[src/rtl/ppa_pkg.sv]
package ppa_pkg;

    // Arbiter control states
    typedef enum logic [0:0] {
        ST_IDLE = 1'b0,   // output free, award on any request
        ST_HOLD = 1'b1    // one port owns the output
    } ppa_state_t;

endpackage

[src/rtl/ppa_decay_cell.sv]
// Per-port penalty register and effective-priority subtractor.
module ppa_decay_cell #(
    parameter int PW = 4
) (
    input  logic          clk,
    input  logic          rst_n,
    input  logic [PW-1:0] prio_raw,
    input  logic          bump,
    input  logic          clr,
    output logic [PW-1:0] prio_eff
);

    logic [PW-1:0] pen_q;

    always_ff @(posedge clk) begin
        if (!rst_n) begin
            pen_q <= '0;
        end else if (clr) begin
            pen_q <= '0;
        end else if (bump && (pen_q != {PW{1'b1}})) begin
            pen_q <= pen_q + 1'b1;
        end
    end

    always_comb begin
        if (prio_raw > pen_q) begin
            prio_eff = prio_raw - pen_q;
        end else begin
            prio_eff = '0;
        end
    end

endmodule

[src/rtl/ppa_pick.sv]
// Carry-chain winner search in rotated port order. Each stage either
// forwards the running best (port idle or weaker) or replaces it.
module ppa_pick #(
    parameter int NPORT = 4,
    parameter int PW    = 4,
    parameter int IW    = 2
) (
    input  logic [NPORT-1:0]    req,
    input  logic [NPORT*PW-1:0] eff_flat,
    input  logic [IW-1:0]       start,
    output logic                win_vld,
    output logic [IW-1:0]       win_idx,
    output logic [PW-1:0]       win_pri
);

    logic          c_vld [NPORT+1];
    logic [IW-1:0] c_idx [NPORT+1];
    logic [PW-1:0] c_pri [NPORT+1];

    assign c_vld[0] = 1'b0;
    assign c_idx[0] = '0;
    assign c_pri[0] = '0;

    for (genvar k = 0; k < NPORT; k++) begin : g_stage
        logic [IW:0]   raw;
        logic [IW-1:0] idx;
        logic [PW-1:0] pk;
        logic          take;

        assign raw  = {1'b0, start} + (IW+1)'(k);
        assign idx  = (raw >= (IW+1)'(NPORT)) ? IW'(raw - (IW+1)'(NPORT)) : IW'(raw);
        assign pk   = eff_flat[idx*PW +: PW];
        assign take = req[idx] && (!c_vld[k] || (pk > c_pri[k]));

        assign c_vld[k+1] = c_vld[k] | take;
        assign c_idx[k+1] = take ? idx : c_idx[k];
        assign c_pri[k+1] = take ? pk  : c_pri[k];
    end

    assign win_vld = c_vld[NPORT];
    assign win_idx = c_idx[NPORT];
    assign win_pri = c_pri[NPORT];

endmodule

[src/rtl/ppa_arbiter.sv]
module ppa_arbiter
    import ppa_pkg::*;
#(
    parameter int NPORT     = 4,
    parameter int PW        = 4,
    parameter int DECAY_CYC = 8
) (
    input  logic                clk,
    input  logic                rst_n,
    input  logic [NPORT-1:0]    req,
    input  logic [NPORT*PW-1:0] prio,
    input  logic [NPORT-1:0]    tail,
    output logic [NPORT-1:0]    grant
);

    localparam int IW = (NPORT > 1) ? $clog2(NPORT) : 1;
    localparam int CW = (DECAY_CYC > 1) ? $clog2(DECAY_CYC) : 1;
    localparam logic [CW-1:0] CNT_LAST = CW'(DECAY_CYC - 1);
    localparam logic [IW-1:0] IDX_LAST = IW'(NPORT - 1);

    ppa_state_t     st_q, st_d;
    logic [IW-1:0]  hold_q, hold_d;
    logic [IW-1:0]  ptr_q, ptr_d;
    logic [CW-1:0]  cnt_q, cnt_d;
    logic [NPORT-1:0] grant_q, grant_d;

    logic [NPORT-1:0]    bump, clr;
    logic [NPORT*PW-1:0] eff_flat;
    logic                win_vld;
    logic [IW-1:0]       win_idx;
    logic [PW-1:0]       win_pri;
    logic [PW-1:0]       hold_pri;
    logic                hold_done;

    // Per-port penalty cells
    for (genvar i = 0; i < NPORT; i++) begin : g_cell
        ppa_decay_cell #(.PW(PW)) u_cell (
            .clk      (clk),
            .rst_n    (rst_n),
            .prio_raw (prio[i*PW +: PW]),
            .bump     (bump[i]),
            .clr      (clr[i]),
            .prio_eff (eff_flat[i*PW +: PW])
        );
    end

    ppa_pick #(.NPORT(NPORT), .PW(PW), .IW(IW)) u_pick (
        .req      (req),
        .eff_flat (eff_flat),
        .start    (ptr_q),
        .win_vld  (win_vld),
        .win_idx  (win_idx),
        .win_pri  (win_pri)
    );

    assign hold_pri  = eff_flat[hold_q*PW +: PW];
    assign hold_done = !req[hold_q] || tail[hold_q];

    // Next-state and transition logic
    always_comb begin
        st_d    = st_q;
        hold_d  = hold_q;
        ptr_d   = ptr_q;
        cnt_d   = cnt_q;
        grant_d = grant_q;
        bump    = '0;
        clr     = '0;
        unique case (st_q)
            ST_IDLE: begin
                grant_d = '0;
                if (win_vld) begin                  // award
                    st_d             = ST_HOLD;
                    hold_d           = win_idx;
                    ptr_d            = (win_idx == IDX_LAST) ? '0 : win_idx + 1'b1;
                    cnt_d            = '0;
                    grant_d[win_idx] = 1'b1;
                end
            end
            ST_HOLD: begin
                if (hold_done) begin                // release
                    st_d        = ST_IDLE;
                    grant_d     = '0;
                    cnt_d       = '0;
                    clr[hold_q] = 1'b1;
                end else if (win_vld && (win_pri > hold_pri)) begin  // preempt
                    hold_d           = win_idx;
                    ptr_d            = (win_idx == IDX_LAST) ? '0 : win_idx + 1'b1;
                    cnt_d            = '0;
                    grant_d          = '0;
                    grant_d[win_idx] = 1'b1;
                end else if (cnt_q == CNT_LAST) begin // keep with penalty tick
                    cnt_d        = '0;
                    bump[hold_q] = 1'b1;
                end else begin                      // keep
                    cnt_d = cnt_q + 1'b1;
                end
            end
            default: begin
                st_d    = ST_IDLE;
                grant_d = '0;
            end
        endcase
    end

    // State register
    always_ff @(posedge clk) begin
        if (!rst_n) begin
            st_q   <= ST_IDLE;
            hold_q <= '0;
            ptr_q  <= '0;
            cnt_q  <= '0;
        end else begin
            st_q   <= st_d;
            hold_q <= hold_d;
            ptr_q  <= ptr_d;
            cnt_q  <= cnt_d;
        end
    end

    // Output register
    always_ff @(posedge clk) begin
        if (!rst_n) begin
            grant_q <= '0;
        end else begin
            grant_q <= grant_d;
        end
    end

    assign grant = grant_q;

endmodule

[config.mk]
export PLATFORM = sky130hd
export DESIGN_NAME = ppa_arbiter
export DESIGN_NICKNAME = d
export VERILOG_FILES = /design/src/rtl/ppa_pkg.sv /design/src/rtl/ppa_decay_cell.sv /design/src/rtl/ppa_pick.sv /design/src/rtl/ppa_arbiter.sv
export SDC_FILE = /design/constraint.sdc
export NUM_CORES = 1
export LEC_CHECK = 0
export BUFFER_PORTS_ARGS = -buffer_cell sky130_fd_sc_hd__buf_4
export CORE_AREA = 3 3 91 93
export CTS_CLUSTER_SIZE = 12
export DETAILED_ROUTE_END_ITERATION = 10
export DIE_AREA = 0 0 94 96
export PLACE_DENSITY = 0.68
export SLEW_MARGIN = 0
export SYNTH_ARGS = -nofsm -noshare
export SYNTH_HDL_FRONTEND = slang
export SYNTH_HIERARCHICAL = 1
export SYNTH_SLANG_ARGS = --single-unit
export TNS_END_PERCENT = 20
[constraint.sdc]
create_clock -name clk -period 20.9 [get_ports clk]
set_input_delay 1.045 -clock clk [delete_from_list [all_inputs] [get_ports clk]]
set_output_delay 1.045 -clock clk [all_outputs]
set_load 0.02 [all_outputs]
## Yosys cells after proc, flatten, opt, wreduce, memory -nomap -nowiden

Index checks and enable logic that the tools add are counted.

| word-level totals | value |
|---|---|
| register bits | 28 |
| input bits | 26 |
| word-level logic and storage cells | 148 |

| cells by class | value |
|---|---|
| add/subtract/negate cells | 17 |
| $lt $le $gt $ge | 20 |
| equal/unequal tests | 10 |
| shift operators | 5 |
| muxes and demuxes | 59 |
| bitwise operators | 5 |
| reduce and logical (&&, ||, !) cells | 23 |

Operator list:

| cell | count |
|---|---|
| $shiftx A16 B5 Y4 | 5 |
| $mux W4 | 17 |
| $gt A4 B4 Y1 | 8 |
| $mux W2 | 15 |
| $lt A2 B3 Y1 const B | 6 |
| $add A4 B1 Y4 const B | 4 |
| $ne A4 B4 Y1 const B | 4 |
| $sub A4 B4 Y4 | 4 |
| $bmux W1 S2 | 6 |
| $mux W3 | 4 |
| $logic_and A1 B1 Y1 | 10 |
| $mux W1 | 10 |
| $ge A3 B3 Y1 const B | 3 |
| $pmux W2 S2 | 2 |
| $pmux W4 S2 | 1 |
| $reduce_or A2 Y1 | 4 |
| $sub A2 B1 Y2 const B | 4 |
| $add A2 B2 Y3 const B | 2 |
| $pmux W3 S2 | 1 |
| $demux W1 S2 | 2 |
| $ge A2 B1 Y1 const B | 2 |
| $logic_not A1 Y1 | 4 |
| $logic_or A1 B1 Y1 | 4 |
| $ne A2 B2 Y1 const B | 2 |
| 12 further kinds | 15 |

## Logic depth before layout (Yosys ltp)

| depth | value |
|---|---|
| depth in word-level cells | 24 |
| gate-level depth with buffers | 41 |
| mapped depth without buffers | 40 |

## Modules after synthesis

The synthesis kept the hierarchy.

Modules (own cells, without submodules):

| module | times used | cells an instance | area an instance (um^2) | sequential area each (um^2) |
|---|---|---|---|---|
| ppa_decay_cell | 4 | 46 | 370.4 | 80.1 |
| ppa_pick | 1 | 170 | 1,302.5 | 0.0 |
| ppa_arbiter | 1 | 104 | 960.9 | 240.2 |

## Worst setup path before layout

No wires, ideal clock.

| timing path | value |
|---|---|
| path kind | in2reg |
| start | input prio[12] |
| end | register g_cell[0].u_cell.pen_q[3] |
| setup time | 0.070 ns |
| arrival time | 8.306 ns |
| path slack | 12.524 ns |
| cell stages on the path | 37 |
| path buffers | 1 |
| cells stage by stage | inv_1 > ha_1 > fa_1 > nor2b_1 > o21ai_0 > a221oi_1 > mux2i_1 > nand2_1 > nand3_1 > ha_1 > nor2b_1 > o21ai_0 > a22o_1 > a211oi_1 > or2_2 > ha_1 > nor2b_1 > o21ai_0 > a32o_1 > a21oi_4 > o31ai_2 > ha_1 > a21oi_1 > o21ai_0 > a211oi_1 > nor2_2 > mux2i_1 > ha_1 > o21ai_0 > a21oi_1 > o211ai_1 > nand2_1 > buf_6 > nor4_2 > inv_2 > or4_1 > a21oi_1 |

| between the ends | value |
|---|---|
| word-level cells in the longest chain between the ends | 22 |

Ends and longest elaborated chain:

| what | RTL line | RTL |
|---|---|---|
| start: declaration | ppa_arbiter.sv:11 | `input logic [NPORT*PW-1:0] prio,` |
| $sub A4 B4 Y4 or $gt A4 B4 Y1 (tied branches) | ppa_decay_cell.sv:27, ppa_decay_cell.sv:26 |  |
| $mux W4 (*) | ppa_decay_cell.sv:26 | `if (prio_raw > pen_q) begin` |
| via eff_flat[13] | ppa_arbiter.sv:28 | `logic [NPORT*PW-1:0] eff_flat;` |
| $shiftx A16 B5 Y4 | ppa_pick.sv:32 | `assign pk = eff_flat[idx*PW +: PW];` |
| $mux W4 | ppa_pick.sv:37 | `assign c_pri[k+1] = take ? pk : c_pri[k];` |
| $gt A4 B4 Y1 | ppa_pick.sv:33 | `assign take = req[idx] && (!c_vld[k] \|\| (pk > c_pri[k]));` |
| $logic_or A1 B1 Y1 | ppa_pick.sv:33 |  |
| $logic_and A1 B1 Y1 | ppa_pick.sv:33 |  |
| [9 not listed] | - |  |
| via win_pri[2] | ppa_arbiter.sv:31 | `logic [PW-1:0] win_pri;` |
| $gt A4 B4 Y1 (*) | ppa_arbiter.sv:85 | `end else if (win_vld && (win_pri > hold_pri)) begin` |
| $logic_and A1 B1 Y1 (*) | ppa_arbiter.sv:85 |  |
| $mux W4 (*) | ppa_arbiter.sv:85 |  |
| $mux W4 (*) | ppa_arbiter.sv:80 | `if (hold_done) begin` |
| $mux W4 (*) | ppa_arbiter.sv:68 | `unique case (st_q)` |
| via bump[0] | ppa_arbiter.sv:27 | `logic [NPORT-1:0] bump, clr;` |
| $logic_and A1 B1 Y1 (*) | ppa_decay_cell.sv:20 | `end else if (bump && (pen_q != {PW{1'b1}})) begin` |
| end signal: assignment | ppa_decay_cell.sv:21 | `pen_q <= pen_q + 1'b1;` |
| end: declaration | ppa_decay_cell.sv:13 | `logic [PW-1:0] pen_q;` |

Mark *: on every way through the listed nets, which the timed path passes. The rest lies on a longest branch.
A chain may end at the register's enable or synchronous reset.

## Worst setup path in the final report

Same ends and word-level chain as after synthesis.

==> results.md <==
- Resize count post-CTS: 0
- Worst vdd ir: between 0.05 and 0.06 mV
- Adder-cell share of the synthesized area: ~16%
- Fin nets: roughly 550
- Mapped Cells: about 460
- Compound-gate portion of the synthesized area: roughly a quarter
- Sequential group share of total power: approximately 14%
- First-pass GRT wire length: ~15 mm
- P_int: 236 uW
- Top cells by count, synth: nand2_1 (45), ha_1 (42), inv_1 (38)
- Crit Path Category: input pin to flop
- Leakage power: approximately 1.7 nW
- Setup TNS: 0 ps
- Clk pin slew, worst setup/hold paths: 90 ps
- Mean Syn Cell Area: around 8.2 um2
- Tmin final: 9550 ps
- Worst-path maximum fanout: 11
- RSZ-0062 raised after global routing: false
- Main combinational cell family by area after synthesis: compound AO/OA/AOI/OAI gates
- Iter 0 DRT Violations: between 150 and 200
- Sink Count: 28
- Post-Syn Nets: 530
- Busiest layer in global routing: met2
- Max incr delay on CP: ~750 ps
- Placed Area: 0.00402 mm2
- Worst Path Arrival: a little under 10000 ps
- Gr ovfl total: 0
- Final hold vios: 0
- Most used DFF post-synth: dfxtp_1
- Hold buffers post-CTS: 0
- Register bit total from synthesis: 28
- Fin crit share: a little under half
- Die width: approximately 94 um
- I/O pin total: 30
- Synth area leader: dfxtp_1
- Most common cell in the netlist: nand2_1
- Final setup fails: 0
- Layout Utilization: between 50 and 60%
- Post-synthesis sequential area ratio: 15.0%
- Mapped cell area: approximately 0.0037 mm2
- Drt pass-1 iters: 4
- WL final: 8.59 mm
- TritonCTS clock tree: built
- Die area: approximately 0.009 mm2
- Crit start category: input pin
- Core footprint: between 0.007 and 0.008 mm2
- Cell Pwr Density: roughly 120 mW/mm2
- Hold Crit Class: flop to flop
- Switch share: between 50% and 60%
- Synthesis-to-layout area growth: 8.69%
- # Max-Cap Violations: 0
- Run status: finished clean
- Antenna diodes: 0
- Number of vias per cell: roughly 5.8
- Maximum clock path buffer count: 2
- Antenna violations before repair: 0
- Met1 Usage GRT: a little over a quarter
- Type of element capturing the critical path: flop
- Largest cells by area after synthesis: dfxtp_1 (15%), ha_1 (14%), mux2i_1 (9.1%)
- HPWL after DPL: approximately 7 mm
- Final Instance Area: between 0.004 and 0.005 mm2
- Initial Util: 49.2%
- Fmax: around 100 MHz
- Largest net degree at the start of global routing: 36
- Unique cell type count in the Yosys netlist: a little over 60
- Final Max Slew Viols: 0
- Post-Synth XOR/XNOR Area: 0%
- Synth top area share: roughly 15%
- Slowest CP cell: a221oi_1
- Worst skew pair latency: between 200 and 300 ps
- Met2 track demand over resource: between 30% and 40%
- # rows: 32
- Dpl ws: 11120 ps
- CTS H-tree lvls: 1
- GPL Wtd Cong: just under 0.9
- GRT Total Usage: 19.9%
- Req. time, crit path: approximately 21000 ps
- Mux cell area share after synthesis: roughly 16%
- Worst-Margin Slew: approximately 770 ps
- Clock share of power: roughly 7.0%
- Die H: about 96 um
- Routed Antenna Nets: 0
- Syn. warnings: 6
- Synth Area in Simple Gates: between 20 and 25%
- Vias in the first global route: around 3200
- Post-synth EDFFs: 0
- Vias: 3391
- Setup Skew: around 2.9 ps
- Setup WS post-layout: between 10000 and 15000 ps
- Sw power: between 200 and 250 uW
- Drt drc: 0
- CTS Buf Count: 3
- WL/cell: around 15 um
- Fraction of registers with async set/reset: 0%
- Max-Slew Margin vs Limit: 48.6%
- Final Power: ~480 uW
- Setup bufs post-CTS: 0
- Root Driver: clkbuf_8
- Grt met3 use: ~1.8%
- Port Buffers: 29
- Comb power frac: between 70% and 80%
- Share of cells above drive strength 1: about a fifth
## final timing paths
| kind | start | cells after the start | slack [ps] | endpoint |
|---|---|---|---|---|
| setup / recovery | prio[12] | 37 | 11350 | g_cell[0].u_cell/pen_q[3]$_SDFFE_PP0P_ |
| hold / removal | cnt_q[1]$_SDFFE_PN0P_ | 2 | 470 | cnt_q[1]$_SDFFE_PN0P_ |
| setup reg to reg | g_cell[3].u_cell/pen_q[0]$_SDFFE_PP0P_ | 35 | 11850 | g_cell[0].u_cell/pen_q[3]$_SDFFE_PP0P_ |
| hold reg to reg | cnt_q[1]$_SDFFE_PN0P_ | 2 | 470 | cnt_q[1]$_SDFFE_PN0P_ |
## power groups by stage
stage	Sequential, mW	Clock [mW]	Combinational [mW]
floorplan	0.0650	0	0.310
global placement	0.0675	0	0.364
detailed placement	0.0675	0	0.375
CTS	0.0663	0.0350	0.377
global route	0.0673	0.0364	0.423
finish	0.0664	0.0333	0.377
## cells by family after synthesis
logic type,after synthesis
mux,52
buf+inv,62
flops,28
simple gates,151
compound gates,119
fa+ha+maj,46
## flip-flops by register name, summed over array words and instances, names as in the netlist
name,flops
cnt_q,3
grant,4
g_cell.u_cell/pen_q,16
st_q,1
hold_q,2
ptr_q,2
## per-stage QoR
| step | hold WS, ps | instances |
|---|---|---|
| 6_report | 475 | 580 |
| 5_1_grt | 491 | 580 |
| 4_1_cts | 473 | 580 |
| 3_5_place_dp | 459 | 576 |
| 3_3_place_gp | 448 | 576 |
| 2_1_floorplan | 435 | 458 |
## cell usage in the layout (no fill, tap or decap), drive strengths merged, types with 7 or more instances in the layout
| master | synthesis | final |
|---|---|---|
| nand3 | 19 | 19 |
| nand2b | 7 | 7 |
| o21ai | 31 | 31 |
| nand3b | 9 | 9 |
| nand2 | 45 | 45 |
| ha | 42 | 42 |
| buf | 9 | 31 |
| inv | 47 | 47 |
| mux2i | 36 | 36 |
| mux2 | 12 | 12 |
| and3 | 9 | 9 |
| a21oi | 34 | 34 |
| a22oi | 9 | 9 |
| nor2 | 20 | 20 |
| dfxtp | 28 | 28 |
## area by class of cell
class | count | area (um2)
tap | 102 | 128
timing repair buffer | 31 | 233
multi-input combinational | 368 | 2920
clock buffer | 4 | 55.1
fill | 749 | 3540
sequential | 28 | 561
inverter | 47 | 176
## worst max-delay path: cells and delay by family
kind                     cells  cell delay, ps
AO/OA/AOI/OAI               16            4020
multiplexers                 2             370
AND/OR/NAND/NOR             10            2270
adder cells (fa/ha/maj)      6            1820
buffers and inverters        3             210
## routing by layer
| layer | vias up | share of wire [%] |
|---|---|---|
| met5 | - | 0 |
| met4 | 0 | 1.5 |
| met3 | 12 | 3.4 |
| met2 | 54 | 48 |
| met1 | 1592 | 47 |
| li1 | 1733 | - |
Note: power is estimated with default switching activity, not from simulation.
